### src/rtl/pbus_cmd_pkg.sv
package pbus_cmd_pkg;

   // Completion codes returned by the bus engine
   typedef enum logic [1:0] {
      RSP_OK   = 2'd0,
      RSP_FAIL = 2'd1,
      RSP_DENY = 2'd2,
      RSP_DROP = 2'd3
   } rsp_code_e;

   typedef enum logic [1:0] {
      CH_IDLE = 2'd0,
      CH_REQ  = 2'd1,
      CH_WAIT = 2'd2
   } chan_state_e;

   // Command word field positions (decoded downstream, so fixed)
   localparam int OPC_LSB = 27;
   localparam int SID_LSB = 20;
   localparam int ADR_LSB = 4;
   localparam int BC_LSB  = 0;

   typedef struct packed {
      logic [4:0]  opcode;
      logic [3:0]  sid;
      logic [15:0] addr;
      logic [2:0]  bcnt;
   } cmd_t;

   function automatic logic op_no_data(input logic [4:0] op);
      return (op >= 5'd3) && (op <= 5'd7);
   endfunction

   function automatic logic op_is_read(input logic [4:0] op);
      return (op == 5'd1) || (op == 5'd8) || (op == 5'd13) || (op == 5'd15);
   endfunction

endpackage

### src/rtl/pbus_lane_mask.sv
module pbus_lane_mask #(
   parameter int NBYTE = 8,
   parameter int BC_W  = 3
) (
   input  logic [NBYTE*8-1:0] din,
   input  logic [BC_W-1:0]    last_byte,
   input  logic               enable,
   output logic [NBYTE*8-1:0] dout
);
   for (genvar i = 0; i < NBYTE; i++) begin : g_lane
      localparam logic [BC_W-1:0] IDX = BC_W'(i);
      assign dout[i*8 +: 8] = (enable && (IDX <= last_byte)) ? din[i*8 +: 8] : 8'h00;
   end
endmodule

### src/rtl/pbus_cmd_seq.sv
module pbus_cmd_seq
   import pbus_cmd_pkg::*;
(
   input  logic      clk,
   input  logic      rst_n,
   input  logic      launch,
   input  logic      req_ready,
   input  logic      rsp_valid,
   input  rsp_code_e rsp_code,
   output logic      req_valid,
   output logic      rsp_ready,
   output logic      accept,
   output logic      complete,
   output logic [3:0] status
);
   chan_state_e state_q;
   logic        coll_q;

   assign req_valid = (state_q == CH_REQ);
   assign rsp_ready = (state_q == CH_WAIT);
   assign accept    = launch && (state_q == CH_IDLE);
   assign complete  = rsp_ready && rsp_valid;

   always_ff @(posedge clk or negedge rst_n) begin
      if (!rst_n) begin
         state_q <= CH_IDLE;
         coll_q  <= 1'b0;
         status  <= 4'h0;
      end else begin
         case (state_q)
            CH_IDLE: if (launch) begin
               state_q <= CH_REQ;
               status  <= 4'h0;
               coll_q  <= 1'b0;
            end
            CH_REQ: begin
               if (launch)    coll_q  <= 1'b1;
               if (req_ready) state_q <= CH_WAIT;
            end
            CH_WAIT: begin
               if (rsp_valid) begin
                  state_q <= CH_IDLE;
                  coll_q  <= 1'b0;
                  status  <= {(rsp_code == RSP_DROP) || coll_q || launch,
                              rsp_code == RSP_DENY,
                              rsp_code == RSP_FAIL,
                              1'b1};
               end else if (launch) begin
                  coll_q <= 1'b1;
               end
            end
            default: state_q <= CH_IDLE;
         endcase
      end
   end

   AST_BUSY_STATUS_ZERO: assert property (@(posedge clk) disable iff (!rst_n)
      (state_q != CH_IDLE) |-> (status == 4'h0));
   AST_ONE_PHASE: assert property (@(posedge clk) disable iff (!rst_n)
      $onehot0({req_valid, rsp_ready}));
   AST_DONE_AFTER_RSP: assert property (@(posedge clk) disable iff (!rst_n)
      (rsp_valid && rsp_ready) |=> status[0]);
   AST_COLLIDE_DROPS: assert property (@(posedge clk) disable iff (!rst_n)
      (rsp_ready && rsp_valid && coll_q) |=> status[3]);
endmodule

### src/rtl/pbus_cmd_channel.sv
module pbus_cmd_channel
   import pbus_cmd_pkg::*;
#(
   parameter int CHAN_IDX = 0,
   parameter int ADDR_W   = 12,
   parameter int WORD_W   = 32,
   parameter int NWORD    = 2
) (
   input  logic              clk,
   input  logic              rst_n,
   input  logic              host_wr_en,
   input  logic [ADDR_W-1:0] host_addr,
   input  logic [31:0]       host_wdata,
   output logic [31:0]       host_rdata,
   output logic              eng_req_valid,
   input  logic              eng_req_ready,
   output logic [4:0]        eng_opcode,
   output logic [3:0]        eng_sid,
   output logic [15:0]       eng_addr,
   output logic [2:0]        eng_bcnt,
   output logic              eng_has_data,
   output logic [63:0]       eng_wdata,
   input  logic              eng_rsp_valid,
   output logic              eng_rsp_ready,
   input  logic [1:0]        eng_rsp_code,
   input  logic [63:0]       eng_rsp_rdata
);
   localparam int NBYTE   = NWORD * WORD_W / 8;
   localparam int BC_W    = $clog2(NBYTE);
   localparam int WIN_LG  = 7;
   localparam int BASE_I  = 'h800 + CHAN_IDX * (1 << WIN_LG);
   localparam logic [ADDR_W-1:0] BASE_V = ADDR_W'(BASE_I);
   localparam logic [WIN_LG-1:0] OFF_CMD = 7'h00;
   localparam logic [WIN_LG-1:0] OFF_STA = 7'h08;
   localparam logic [WIN_LG-1:0] OFF_WD0 = 7'h10;
   localparam logic [WIN_LG-1:0] OFF_WD1 = 7'h14;
   localparam logic [WIN_LG-1:0] OFF_RD0 = 7'h18;
   localparam logic [WIN_LG-1:0] OFF_RD1 = 7'h1C;

   if (WORD_W != 32) begin : g_bad_word
      $error("pbus_cmd_channel: WORD_W must be 32");
   end
   if (NWORD != 2) begin : g_bad_nword
      $error("pbus_cmd_channel: NWORD must be 2");
   end
   if (ADDR_W <= WIN_LG || BASE_I + (1 << WIN_LG) > (1 << ADDR_W)) begin : g_bad_addr
      $error("pbus_cmd_channel: channel window does not fit ADDR_W");
   end

   // Host decode
   logic              in_win;
   logic [WIN_LG-1:0] off;
   logic              wr_cmd, wr_wd0, wr_wd1;
   cmd_t              cmd_new;
   logic              unused_cmd_bits;

   assign off     = host_addr[WIN_LG-1:0];
   assign in_win  = (host_addr[ADDR_W-1:WIN_LG] == BASE_V[ADDR_W-1:WIN_LG]);
   assign wr_cmd  = host_wr_en && in_win && (off == OFF_CMD);
   assign wr_wd0  = host_wr_en && in_win && (off == OFF_WD0);
   assign wr_wd1  = host_wr_en && in_win && (off == OFF_WD1);
   assign cmd_new = '{opcode: host_wdata[OPC_LSB +: 5],
                      sid:    host_wdata[SID_LSB +: 4],
                      addr:   host_wdata[ADR_LSB +: 16],
                      bcnt:   host_wdata[BC_LSB +: 3]};
   assign unused_cmd_bits = ^{host_wdata[26:24], host_wdata[3]};

   // Sequencer
   logic       accept, complete;
   logic [3:0] status;

   pbus_cmd_seq u_seq (
      .clk       (clk),
      .rst_n     (rst_n),
      .launch    (wr_cmd),
      .req_ready (eng_req_ready),
      .rsp_valid (eng_rsp_valid),
      .rsp_code  (rsp_code_e'(eng_rsp_code)),
      .req_valid (eng_req_valid),
      .rsp_ready (eng_rsp_ready),
      .accept    (accept),
      .complete  (complete),
      .status    (status)
   );

   // Storage
   logic [WORD_W-1:0] wd_q [NWORD];
   logic [63:0]       wsnap_q;
   logic [63:0]       rd_q;
   cmd_t              cmd_q;
   logic              no_data;
   logic [63:0]       wmasked, rmasked;

   always_ff @(posedge clk or negedge rst_n) begin
      if (!rst_n) begin
         wd_q[0] <= '0;
         wd_q[1] <= '0;
         wsnap_q <= '0;
         cmd_q   <= '0;
         rd_q    <= '0;
      end else begin
         if (wr_wd0) wd_q[0] <= host_wdata;
         if (wr_wd1) wd_q[1] <= host_wdata;
         if (accept) begin
            cmd_q   <= cmd_new;
            wsnap_q <= {wd_q[1], wd_q[0]};
         end
         if (complete) rd_q <= rmasked;
      end
   end

   assign no_data = op_no_data(cmd_q.opcode);

   pbus_lane_mask #(.NBYTE(NBYTE), .BC_W(BC_W)) u_wmask (
      .din       (wsnap_q),
      .last_byte (cmd_q.bcnt),
      .enable    (!no_data),
      .dout      (wmasked)
   );

   pbus_lane_mask #(.NBYTE(NBYTE), .BC_W(BC_W)) u_rmask (
      .din       (eng_rsp_rdata),
      .last_byte (cmd_q.bcnt),
      .enable    (op_is_read(cmd_q.opcode) && (eng_rsp_code == RSP_OK)),
      .dout      (rmasked)
   );

   assign eng_opcode   = cmd_q.opcode;
   assign eng_sid      = cmd_q.sid;
   assign eng_addr     = no_data ? 16'h0 : cmd_q.addr;
   assign eng_bcnt     = no_data ? 3'd0 : cmd_q.bcnt;
   assign eng_has_data = !no_data;
   assign eng_wdata    = wmasked;

   // Host read mux
   always_comb begin
      host_rdata = '0;
      if (in_win) begin
         case (off)
            OFF_STA: host_rdata = {28'h0, status};
            OFF_WD0: host_rdata = wd_q[0];
            OFF_WD1: host_rdata = wd_q[1];
            OFF_RD0: host_rdata = rd_q[31:0];
            OFF_RD1: host_rdata = rd_q[63:32];
            default: host_rdata = '0;
         endcase
      end
   end

   AST_REQ_HOLD: assert property (@(posedge clk) disable iff (!rst_n)
      (eng_req_valid && !eng_req_ready) |=> (eng_req_valid && $stable(eng_opcode)
         && $stable(eng_addr) && $stable(eng_bcnt) && $stable(eng_wdata)));
   AST_SHORT_UPPER_ZERO: assert property (@(posedge clk) disable iff (!rst_n)
      (eng_req_valid && (eng_bcnt < 3'd4)) |-> (eng_wdata[63:32] == 32'h0));
   AST_NODATA_CLEAN: assert property (@(posedge clk) disable iff (!rst_n)
      (eng_req_valid && !eng_has_data) |-> (eng_wdata == 64'h0 && eng_addr == 16'h0));
endmodule

### config.mk
export PLATFORM = sky130hd
export DESIGN_NAME = pbus_cmd_channel
export DESIGN_NICKNAME = d
export VERILOG_FILES = /design/src/rtl/pbus_cmd_pkg.sv /design/src/rtl/pbus_lane_mask.sv /design/src/rtl/pbus_cmd_seq.sv /design/src/rtl/pbus_cmd_channel.sv
export SDC_FILE = /design/constraint.sdc
export NUM_CORES = 1
export LEC_CHECK = 0
export ABC_AREA = 1
export BUFFER_PORTS_ARGS = -buffer_cell sky130_fd_sc_hd__buf_4
export CORE_ASPECT_RATIO = 1.25
export CORE_UTILIZATION = 40
export CTS_CLUSTER_DIAMETER = 150
export DETAILED_ROUTE_END_ITERATION = 8
export GPL_ROUTABILITY_DRIVEN = 0
export PLACE_DENSITY = 0.63
export SKIP_CTS_REPAIR_TIMING = 1
export SYNTH_ARGS = -nofsm -noshare
export SYNTH_HDL_FRONTEND = slang
export SYNTH_SLANG_ARGS = --single-unit
### constraint.sdc
create_clock -name clk -period 3.6 [get_ports clk]
set_input_delay 0.36 -clock clk [delete_from_list [all_inputs] [get_ports clk]]
set_output_delay 0.36 -clock clk [all_outputs]
set_load 0.05 [all_outputs]
==> metrics <==
# rows=66; source of the worst register-to-register timing path=u_seq.state_q[0]; top-count cell post-synth=sky130_fd_sc_hd__nand2_1; total leakage power=between 7 and 8 nW; number of CTS-inserted buffers=23; total number of H-tree levels=1; gr usage total=about a quarter; setup repair after global routing missed its margin=false; worst-path maximum fanout=15; flop-to-flop setup slack=around 1.4 ns; number of DRC violations after detailed-routing iteration 0=883; required time at the endpoint of the critical path=about 3.2 ns; CTS tree=done; share of the synthesized area in the top cell type=52.6%; ordered cell list for the critical path=inv_1, o21ai_0, nand2_1, inv_2, nor2_1, nand2_1, nor2_1, buf_4; total clock sinks=227; final core utilization=51.6%; Arr. time, crit path=2.71 ns; Buffers on Ports=about 240; slowest cell delay on critical path=0.40 ns; Clock Latency Late Sink=0.50 ns; Area growth syn-to-layout=25.4%; yosys warns=0; global-route wire length before repair=52.2 mm; number of setup violations in the final report=0; total core area=26300 µm²; setup_tns=0 ns; cell family contributing the most delay on the critical path=simple AND/OR/NAND/NOR gates; Hold/Removal Path Class=in -> reg; Routed wire per std cell=16.7 µm; post-synth net total=1550; top-level port count=between 200 and 250; result of the run=completed; mean post-synth cell area=between 7 and 8 µm²; count of nets left with antenna violations after detail routing=0; Layout Nets=around 1800; maximum count of clock buffers along a single path=3; post-detail-place hpwl=23.8 mm; Hold Fails Final Rpt=0; transition time at the pin with the least slew margin=1.17 ns; cell count after placement=1948; cell with the largest stage delay on the worst path=sky130_fd_sc_hd__dfrtp_1; primary flip-flop cell chosen by synthesis mapping=sky130_fd_sc_hd__dfrtp_1; sum of internal, switching and leakage power=roughly 5.7 mW; type of the worst setup path=reg -> out; crit path capture=eng_wdata[47]; share of the yosys chip area belonging to registers=52.6%; pin count of the biggest net entering global routing=about 110; total via count after detailed routing=roughly 10000; FFs w/ async S/R, synth=100%; Clk Tree Root Cell=sky130_fd_sc_hd__clkbuf_16; cell types with the highest counts after synthesis=sky130_fd_sc_hd__nand2_1 (520), sky130_fd_sc_hd__dfrtp_1 (227), sky130_fd_sc_hd__nor2_1 (166); area of the mapped netlist=approximately 11000 µm²; effective utilization at floorplan=41.2%; minimum clock period after layout=3.07 ns; fraction of final layout cells sized beyond drive strength 1=18.6%; startpoint of the worst setup timing path=eng_opcode[2]; peak supply drop=between 0.0004 and 0.0005 V; clock-pin slew reported for the worst setup and hold paths after clock tree synthesis=0.06 ns; DRT Pass-1 Iters=7; cells taking the most area after synthesis=sky130_fd_sc_hd__dfrtp_1 (53%), sky130_fd_sc_hd__nand2_1 (18%), sky130_fd_sc_hd__nand3_1 (6.2%); FMAX=326 MHz; library cell with the largest summed area after synthesis=sky130_fd_sc_hd__dfrtp_1; Worst Setup End Kind=output port; ANT cells=0; fraction of the cycle the final worst path needs=85.3%; path depth of the worst reg2reg path=6; chip height=~190 µm; initial antenna violation count=0; horizontal die dimension=149 µm; drt drc=0; Clock Skew=around 0.0077 ns; cells after synthesis=around 1400; max capacitance violation total=0; count of non-filler cells in the finished layout=1990; die area=27700 µm²; number of vias per cell=5.01; total congestion overflow after global routing=0; endpoint of the most critical register-to-register path=rd_q[4]; count of unique library cells instantiated by Yosys=21; pre-CTS setup slack=0.820 ns; PnR worst setup slack=0.529 ns; Post-synth EDFFs=0; pwr dens=418 nW/µm²; Worst Path Buf+Inv=3; launching element type of the critical path=register; number of global-route vias before repair=between 9000 and 10000; max_slew headroom=21.7%; Crit path depth=8; Routed Wire Length=33.3 mm; Seq cells post-synth=around 230; max-slew violation count=0
how the worst min path moves through the flow:
stage | startpoint | to | slack (ns) | cells after the start
final | host_wdata[2] | wd_q[2] | 0.07 | 3
after global routing | host_wdata[25] | wd_q[25] | 0.07 | 3
after CTS | rst_n | wd_q[59] | -0.07 | 1
after detailed placement | u_seq.status[0] | u_seq.status[0] | 0.46 | 2
after global placement | u_seq.status[1] | u_seq.status[1] | 0.46 | 2
after floorplan | rst_n | cmd_q[0] | 0.06 | 0
report_power, final:
part	switching, mW	internal, mW
combinational	0.445	0.198
clock	0.990	1.38
sequential	0.0333	2.61
total	1.47	4.19
cell usage in the layout (no fill, tap or decap), drive strengths merged, types with 6 or more instances in the layout:
| cell | count |
|---|---|
| nor2 | 169 |
| nand2 | 521 |
| inv | 132 |
| nand4 | 25 |
| buf | 261 |
| clkinv | 6 |
| dfrtp | 227 |
| o21ai | 129 |
| nand3 | 134 |
| clkbuf | 32 |
worst register-to-register path, cell delays in order (launching register included):
cell	delay [ns]
sky130_fd_sc_hd__dfrtp_1	0.42
sky130_fd_sc_hd__inv_1	0.12
sky130_fd_sc_hd__ha_1	0.24
sky130_fd_sc_hd__nand2_2	0.09
sky130_fd_sc_hd__inv_2	0.85
sky130_fd_sc_hd__nand3_1	0.28
sky130_fd_sc_hd__o21ai_0	0.15
layout make-up:
cell class | count | area, µm²
clock inverters | 9 | 97.6
multi-input cells | 988 | 4190
fillers | 2558 | 12700
inverters | 132 | 495
well taps | 340 | 425
flip-flops and latches | 227 | 5680
clock buffers | 32 | 639
repair buffers | 262 | 2030
sequential cells by signal (all words and copies together), names as in the netlist:
signal	count
u_seq.coll_q	1
u_seq.state_q	2
rd_q	64
wd_q	64
wsnap_q	64
u_seq.status	4
eng_sid	4
eng_opcode	5
cmd_q	19
stage by stage:
step	area, µm²	hold slack, ns
floorplan	10800	0.0644
global placement	12800	0.461
detailed placement	12800	0.464
CTS	13500	-0.0736
global route	13600	0.0651
finish	13600	0.0665
cells by family after synthesis:
group | count (synthesis) | share of synthesized area [%]
AND/OR/NAND/NOR | 850 | 31.9
buffers and inverters | 215 | 8.78
adder cells (fa/ha/maj) | 5 | 0.579
AO/OA/AOI/OAI | 133 | 6.18
flip-flops | 227 | 52.6
metal layers:
layer | share of wire, % | wire length [µm] | GRT usage, %
met1 | 45 | 14900 | 34.5
met2 | 46 | 15200 | 38.2
met3 | 5.7 | 1910 | 2.55
met4 | 3.8 | 1280 | 9.96
met5 | 0 | 0 | 0
Power figures use the tool's default switching activity.
